## config.mk

```make
export PLATFORM = sky130hd
export DESIGN_NAME = pa_timer_port
export DESIGN_NICKNAME = d
export VERILOG_FILES = /design/src/rtl/pa_pkg.sv /design/src/rtl/pa_regs.sv /design/src/rtl/pa_pin_cell.sv /design/src/rtl/pa_timer_port.sv
export SDC_FILE = /design/constraint.sdc
export NUM_CORES = 1
export LEC_CHECK = 0
export ABC_CLOCK_PERIOD_IN_PS = 2600
export BUFFER_PORTS_ARGS = -buffer_cell sky130_fd_sc_hd__buf_2
export CAP_MARGIN = 20
export CELL_PAD_IN_SITES_DETAIL_PLACEMENT = 0
export CELL_PAD_IN_SITES_GLOBAL_PLACEMENT = 2
export CORE_UTILIZATION = 16
export CTS_CLUSTER_DIAMETER = 60
export DETAILED_ROUTE_END_ITERATION = 10
export PLACE_DENSITY = 0.86
export SLEW_MARGIN = 20
export SYNTH_ARGS = -nofsm -noshare
export SYNTH_HDL_FRONTEND = slang
export SYNTH_SLANG_ARGS = --single-unit
```

## constraint.sdc

```tcl
create_clock -name clk -period 2.6 [get_ports clk]
set_clock_uncertainty 0.2 [all_clocks]
set_input_delay 0.52 -clock clk [delete_from_list [all_inputs] [get_ports clk]]
set_output_delay 0.52 -clock clk [all_outputs]
set_load 0.005 [all_outputs]
```

## src/rtl/pa_pkg.sv

```systemverilog
package pa_pkg;

    localparam int PORT_W    = 8;
    localparam int ADDR_W    = 2;
    localparam int SHARED_LO = 3;                    // lowest timer-drivable pin
    localparam int OC1_W     = PORT_W - SHARED_LO;   // pins SHARED_LO..PORT_W-1
    localparam int OCX_W     = OC1_W - 1;            // pins SHARED_LO..PORT_W-2
    localparam int CAP_W     = SHARED_LO + 1;        // pins 0..SHARED_LO
    localparam int PIN_CH4   = SHARED_LO;
    localparam int PIN_PACC  = PORT_W - 1;
    localparam int DIR_W     = 2;

    localparam logic [ADDR_W-1:0] ADDR_DATA = ADDR_W'(0);
    localparam logic [ADDR_W-1:0] ADDR_DIR  = ADDR_W'(1);

    typedef enum logic [1:0] {
        PK_IN_CAP  = 2'd0,
        PK_OUT_CMP = 2'd1,
        PK_IO_CH4  = 2'd2,
        PK_IO_PACC = 2'd3
    } pin_kind_e;

    typedef struct packed {
        logic oe;
        logic lvl;
    } drive_t;

    typedef struct packed {
        logic oc1_on;
        logic oc1_lvl;
        logic ocx_on;
        logic ocx_lvl;
        logic ic_on;
    } tmr_req_t;

    function automatic pin_kind_e kind_of(input int idx);
        if (idx == PIN_PACC)      return PK_IO_PACC;
        else if (idx == PIN_CH4)  return PK_IO_CH4;
        else if (idx > PIN_CH4)   return PK_OUT_CMP;
        else                      return PK_IN_CAP;
    endfunction

    function automatic logic [PORT_W-1:0] dir_image(input logic [DIR_W-1:0] d);
        logic [PORT_W-1:0] v;
        v = '0;
        v[PIN_PACC] = d[1];
        v[PIN_CH4]  = d[0];
        return v;
    endfunction

endpackage

```

## src/rtl/pa_regs.sv

```systemverilog
module pa_regs
    import pa_pkg::*;
(
    input  logic              clk,
    input  logic              rst,
    input  logic              wr_en,
    input  logic [ADDR_W-1:0] wr_addr,
    input  logic [PORT_W-1:0] wr_data,
    output logic [PORT_W-1:0] latch_q,
    output logic [DIR_W-1:0]  dir_q
);

    logic hit_data;
    logic hit_dir;

    assign hit_data = wr_en && (wr_addr == ADDR_DATA);
    assign hit_dir  = wr_en && (wr_addr == ADDR_DIR);

    always_ff @(posedge clk) begin
        if (rst) begin
            latch_q <= '0;
            dir_q   <= '0;
        end else begin
            if (hit_data) latch_q <= wr_data;
            if (hit_dir)  dir_q   <= {wr_data[PIN_PACC], wr_data[PIN_CH4]};
        end
    end

endmodule

```

## src/rtl/pa_pin_cell.sv

```systemverilog
module pa_pin_cell
    import pa_pkg::*;
#(
    parameter pin_kind_e KIND = PK_OUT_CMP
) (
    input  logic     latch_bit,
    input  logic     dir_bit,
    input  tmr_req_t req,
    input  logic     pad_in,
    output drive_t   drv,
    output logic     rd_bit
);

    always_comb begin
        drv.oe  = 1'b0;
        drv.lvl = latch_bit;
        unique case (KIND)
            PK_OUT_CMP: begin
                drv.oe = 1'b1;
                if (req.oc1_on)      drv.lvl = req.oc1_lvl;
                else if (req.ocx_on) drv.lvl = req.ocx_lvl;
            end
            PK_IO_CH4: begin
                if (req.oc1_on) begin
                    drv.oe  = 1'b1;
                    drv.lvl = req.oc1_lvl;
                end else if (req.ocx_on) begin
                    drv.oe  = 1'b1;
                    drv.lvl = req.ocx_lvl;
                end else if (req.ic_on) begin
                    drv.oe  = 1'b0;
                end else begin
                    drv.oe  = dir_bit;
                end
            end
            PK_IO_PACC: begin
                if (req.oc1_on) begin
                    drv.oe  = 1'b1;
                    drv.lvl = req.oc1_lvl;
                end else begin
                    drv.oe  = dir_bit;
                end
            end
            default: begin
                drv.oe  = 1'b0;
                drv.lvl = 1'b0;
            end
        endcase
    end

    assign rd_bit = drv.oe ? drv.lvl : pad_in;

endmodule

```

## src/rtl/pa_timer_port.sv

```systemverilog
module pa_timer_port
    import pa_pkg::*;
(
    input  logic              clk,
    input  logic              rst,
    input  logic              wr_en,
    input  logic [ADDR_W-1:0] wr_addr,
    input  logic [PORT_W-1:0] wr_data,
    input  logic [ADDR_W-1:0] rd_addr,
    output logic [PORT_W-1:0] rd_data,
    input  logic [PORT_W-1:0] pin_in,
    output logic [PORT_W-1:0] pin_out,
    output logic [PORT_W-1:0] pin_oe,
    input  logic [OC1_W-1:0]  oc1_en,
    input  logic [OC1_W-1:0]  oc1_lvl,
    input  logic [OCX_W-1:0]  ocx_en,
    input  logic [OCX_W-1:0]  ocx_lvl,
    input  logic              ch4_cap,
    input  logic              ic4_en,
    input  logic              ic4_from_oc1,
    output logic [CAP_W-1:0]  cap_tap,
    output logic              pacc_tap
);

    logic [PORT_W-1:0] latch_q;
    logic [DIR_W-1:0]  dir_q;
    drive_t            drv    [PORT_W];
    logic [PORT_W-1:0] rb_vec;

    pa_regs u_regs (
        .clk     (clk),
        .rst     (rst),
        .wr_en   (wr_en),
        .wr_addr (wr_addr),
        .wr_data (wr_data),
        .latch_q (latch_q),
        .dir_q   (dir_q)
    );

    for (genvar p = 0; p < PORT_W; p++) begin : g_pin
        if (p < SHARED_LO) begin : g_fixed_in
            assign drv[p]    = '{oe: 1'b0, lvl: 1'b0};
            assign rb_vec[p] = pin_in[p];
        end else begin : g_shared
            localparam int K = p - SHARED_LO;
            tmr_req_t req;
            logic     dir_bit;
            logic     ox_on;
            logic     ox_lvl;
            logic     ic_on;

            if (p == PIN_PACC) begin : g_pacc
                assign ox_on   = 1'b0;
                assign ox_lvl  = 1'b0;
                assign ic_on   = 1'b0;
                assign dir_bit = dir_q[1];
            end else if (p == PIN_CH4) begin : g_ch4
                assign ox_on   = ocx_en[K] & ~ch4_cap;
                assign ox_lvl  = ocx_lvl[K];
                assign ic_on   = ic4_en & ch4_cap;
                assign dir_bit = dir_q[0];
            end else begin : g_cmp
                assign ox_on   = ocx_en[K];
                assign ox_lvl  = ocx_lvl[K];
                assign ic_on   = 1'b0;
                assign dir_bit = 1'b1;
            end

            assign req = '{oc1_on: oc1_en[K], oc1_lvl: oc1_lvl[K],
                           ocx_on: ox_on, ocx_lvl: ox_lvl, ic_on: ic_on};

            pa_pin_cell #(.KIND(kind_of(p))) u_cell (
                .latch_bit (latch_q[p]),
                .dir_bit   (dir_bit),
                .req       (req),
                .pad_in    (pin_in[p]),
                .drv       (drv[p]),
                .rd_bit    (rb_vec[p])
            );
        end

        assign pin_oe[p]  = drv[p].oe;
        assign pin_out[p] = drv[p].lvl;
    end

    always_comb begin
        unique case (rd_addr)
            ADDR_DATA: rd_data = rb_vec;
            ADDR_DIR:  rd_data = dir_image(dir_q);
            default:   rd_data = '0;
        endcase
    end

    assign cap_tap[CAP_W-2:0]    = pin_in[CAP_W-2:0];
    assign cap_tap[CAP_W-1]      = ic4_from_oc1 ? oc1_lvl[0] : pin_in[PIN_CH4];
    assign pacc_tap              = pin_in[PIN_PACC];

endmodule

```

; ---- Yosys cells after proc, flatten, opt, wreduce, memory -nomap -nowiden
; Cells that the tools add are included.
[totals]
register_bits = 10
output_inout_bits = 29
inputBits = 44
word_cells = 27
[op_classes]
bitwise = 3
n_eq_ne = 2
muxes = 16
reduce_logical = 4
[op_table]
columns = cell, n
row1 = $pmux W8 S2, 1
row2 = $mux W1, 14
row3 = $eq A2 B1 Y1 const B, 2
row4 = $logic_not A2 Y1, 2
row5 = $and A1 B1 Y1, 2
row6 = $logic_and A1 B1 Y1, 2
row7 = $mux W2, 1
row8 = $not A1 Y1, 1

; ---- Logic depth before layout (Yosys ltp)
[logic_depth]
word_depth = 6
mapped_depth = 4
ltp_nobuf = 4

; ---- Cells and area by module
; From an unflattened synthesis, not the netlist that was laid out.
[hier_totals]
cells_unflattened = 98
area_unflattened_um2 = 833.3
[modules_own_cells]
columns = mod, cells_per_inst, instances, area_each_um2
row1 = pa_regs, 42, 1, 451.7
row2 = pa_timer_port, 26, 1, 177.7
row3 = pa_pin_cell (g_pin[4].g_shared.u_cell ...), 6, 3, 37.5
row4 = pa_pin_cell (g_pin[3].g_shared.u_cell), 6, 1, 57.6
row5 = pa_pin_cell (g_pin[7].g_shared.u_cell), 6, 1, 33.8

; ---- Least setup slack after synthesis
; No wires, ideal clock.
[synth_timing]
path_type = input to output
start = input port ch4_cap
end = output port rd_data[3]
path_buffers = 0
arrival_ns = 1.265
path_slack_ns = 0.615
cell_stages = 4
cell_sequence = nand2b_4 > a311o_1 > mux2i_1 > a211oi_2
[synth_via]
elab_chain_len = 6
elab_cells_between_ends = 9
classes_between = 6 x mux / 3 x bitwise
[synth_lines]
columns = element, line
row1 = "start, declared", pa_timer_port.sv:18  ; input logic ch4_cap,
row2 = $not A1 Y1, pa_timer_port.sv:58  ; assign ox_on = ocx_en[K] & ~ch4_cap;
row3 = $and A1 B1 Y1, pa_timer_port.sv:58
row4 = $mux W1, pa_pin_cell.sv:27  ; end else if (req.ocx_on) begin
row5 = $mux W2, pa_pin_cell.sv:24  ; if (req.oc1_on) begin
row6 = via pin_out[3], pa_timer_port.sv:12  ; output logic [PORT_W-1:0] pin_out,
row7 = $mux W1, pa_pin_cell.sv:51  ; assign rd_bit = drv.oe ? drv.lvl : pad_in;
row8 = $pmux W8 S2, pa_timer_port.sv:87  ; unique case (rd_addr)
row9 = "end, declared", pa_timer_port.sv:10  ; output logic [PORT_W-1:0] rd_data,
; The timed path passes the listed nets, and every way through them passes these cells.

; ---- Final worst setup path
[layout_timing]
start = input port ch4_cap
end = output port rd_data[3]
[layout_via]
elab_chain_len = 6
elab_cells_between_ends = 9
classes_between = 6 x mux / 3 x bitwise
[layout_lines]
columns = element, line
row1 = $and A1 B1 Y1 / $not A1 Y1 (equally long branches), "pa_timer_port.sv:60, pa_timer_port.sv:58"
row2 = $mux W1 / $and A1 B1 Y1 (equally long branches), "pa_pin_cell.sv:30, pa_timer_port.sv:58"
row3 = $mux W1, pa_pin_cell.sv:27
row4 = $mux W2 (*), pa_pin_cell.sv:24
row5 = $mux W1 (*), pa_pin_cell.sv:51
row6 = $pmux W8 S2 (*), pa_timer_port.sv:87
; Every way passes the cells marked *; elsewhere a longest branch is shown, timed or not.

==> qor.txt <==
Met1 Usage GRT: 7.65%
Netlist Area Pre-Place: 646 sq um
Initial DRC Count: 8
I/O pin total: 73
Vias per cell: 3.86
RSZ-0062 raised after global routing: no
Post-layout util: 25.0%
Fillers: 420
H-tree depth: 1
Total GRT Usage: 7.50%
Final hold violations: 0
Worst EP required: 1880 ps
Vias in the first global route: 616
Cts hold-fix bufs: 0
Max Clock Freq: 437 MHz
DRC viols: 0
TritonCTS clock tree: yes
Clock sinks: 7
Drt wl/cell: 9.29 microns
Critical path class: input port to output port
Die Wd: 65.5 microns
Comb pwr share: 27.4%
Worst-path clk slew: 40 ps
Core box area: 3770 sq um
Layout cells sized above 1: 52.7%
Total number of vias: 684
Switching share of power: 24.7%
ANT cells: 0
Hold Crit Depth: 2
Initial Utilization: 17.1%
Cell Int Power: 0.272 mW
Yosys top cell area share: 21.7%
Static Leakage: 0.509 nW
HPWL after DPL: 1.50 mm
Final net count: 174
Met2 usage: 14.0%
Maximum number of pins on one net before global-route repair: 8
PortBufs: 57
Hold WC Path Type: register to register
Final worst-path cycle share: 88.0%
Die area: 4290 sq um
Max-Cap Viols: 0
Final TNS setup: 0 ps
Worst R2R End: u_regs.dir_q[1]$_SDFFE_PP0P_
Hold Path End: u_regs.latch_q[5]$_SDFFE_PP0P_
GRT met3 Usage: 2.60%
Hold path start: u_regs.latch_q[5]$_SDFFE_PP0P_
CTS Root Cell: clkbuf_8
Pwr dens: 383 nW/um^2
Placer Congestion: 0.628
Part of the power in registers: 31.7%
Seq/Total Area, Yosys: 21.7%
Total power: 0.361 mW
GRT overflow: 0
Worst-skew pair later-pin latency: 220 ps
Crit path DAT: 1570 ps
Worst setup SP type: input port
Worst VDD drop: 0.115 mV
Cell accounting for the most synthesized area: dfxtp_1
Leading post-synthesis cells by cell area: dfxtp_1 (22%), mux2i_1 (19%), buf_4 (19%)
Switching pwr: 0.0891 mW
Area grow syn2layout: 45.9%
TritonCTS Buffers: 3
TritonRoute pass-1 iters: 2
Slew Viols, Final: 0
Cell count of the worst reg-to-reg path: 2
Commonest non-fill, non-tap cells in the layout: buf_2 (57), nor2_1 (13), mux2i_1 (12)
Clock Path Buffers: 2
Post-CTS Setup Bufs: 0
Tmin final: 2290 ps
#FFs+latches synth: 7
Most common cell after layout, fill and taps aside: buf_2
Cells after synthesis: 77
Drt total wl: 1.65 mm
Syn Area/Cell: 8.38 sq um
Post_cts resized: 0
First-pass GRT wire length: 2.50 mm
Setup violators final: 0
Yosys warns: 0
Chip height: 65.5 microns
Reg2Reg Setup Slack: 1790 ps
Initial antenna violation count: 0
CP endpoint kind: output port
Rows: 22
Final ANT Viol Nets: 0
Most Used Layer, Global Route: met2
RR Startpoint: u_regs.dir_q[1]$_SDFFE_PP0P_
Synth cell types: 21
Status: complete, no violations
CP max FO: 3
Clock share of power: 40.9%
[power by group through the flow]
| stage | clock network (mW) | logic, mW | registers, mW |
|---|---|---|---|
| after floorplan | 0 | 0.0621 | 0.115 |
| after global placement | 0 | 0.0982 | 0.116 |
| after detailed placement | 0 | 0.100 | 0.116 |
| after CTS | 0.152 | 0.100 | 0.115 |
| after global routing | 0.160 | 0.111 | 0.115 |
| final | 0.147 | 0.0987 | 0.114 |
[cells by family after synthesis]
| logic type | count (synthesis) | synth area share [%] |
|---|---|---|
| simple gates | 29 | 25.8 |
| compound gates | 7 | 9.50 |
| buf+inv | 18 | 19.8 |
| mux | 14 | 22.1 |
| other cells | 2 | 1.16 |
| flops | 7 | 21.7 |
[cell usage after synthesis (all sizes together)]
| master | count |
|---|---|
| mux2i | 12 |
| or2 | 1 |
| dfxtp | 7 |
| nor4bb | 1 |
| and2 | 7 |
| nand2b | 2 |
| nand3b | 1 |
| nor3b | 1 |
| nor2 | 13 |
| a311o | 1 |
| inv | 2 |
| o21ai | 3 |
| a211oi | 2 |
| nand2 | 3 |
| mux2 | 2 |
| buf | 16 |
| a32oi | 1 |
| conb | 2 |
[routing by layer]
layer | vias up | part of all wire, %
met2 | 40 | 50
met3 | 2 | 12
met1 | 305 | 38
li1 | 337 | -
met5 | - | 0
met4 | 0 | 0.30
[worst max path at each step]
stage,cells after the start,to,from
finish,6,rd_data[3],ch4_cap
global route,6,rd_data[3],ch4_cap
CTS,6,rd_data[3],ch4_cap
detailed placement,6,rd_data[3],ch4_cap
global placement,6,rd_data[3],ch4_cap
floorplan,4,rd_data[3],ch4_cap
[per-stage QoR]
stage | cell area (sq um) | hold slack (ps) | cells | worst slack (ps)
global route | 942 | 367 | 177 | 269
detailed placement | 897 | 308 | 173 | 318
floorplan | 672 | 260 | 84 | 615
global placement | 897 | 298 | 173 | 354
CTS | 942 | 330 | 177 | 313
finish | 942 | 317 | 177 | 312
[registers in the layout (all words and copies together) (netlist names)]
name / cells
u_regs.dir_q: 2
u_regs.latch_q: 5
[layout make-up]
type | instances | area, sq um | share of cell area (%)
flip-flops and latches | 7 | 140 | 14.9
well taps | 48 | 60.1 | 6.37
repair buffers | 57 | 285 | 30.3
multi-input cells | 59 | 404 | 42.9
clock buffers | 4 | 45.0 | 4.78
inverters | 2 | 7.51 | 0.797
[worst max-delay path, cell delays in order]
cell and delay (ps):
buf_2 120, nor4bb_1 300, a311o_1 190, mux2i_1 90
a211oi_2 210, buf_2 140
(Power assumes the default switching activity.)
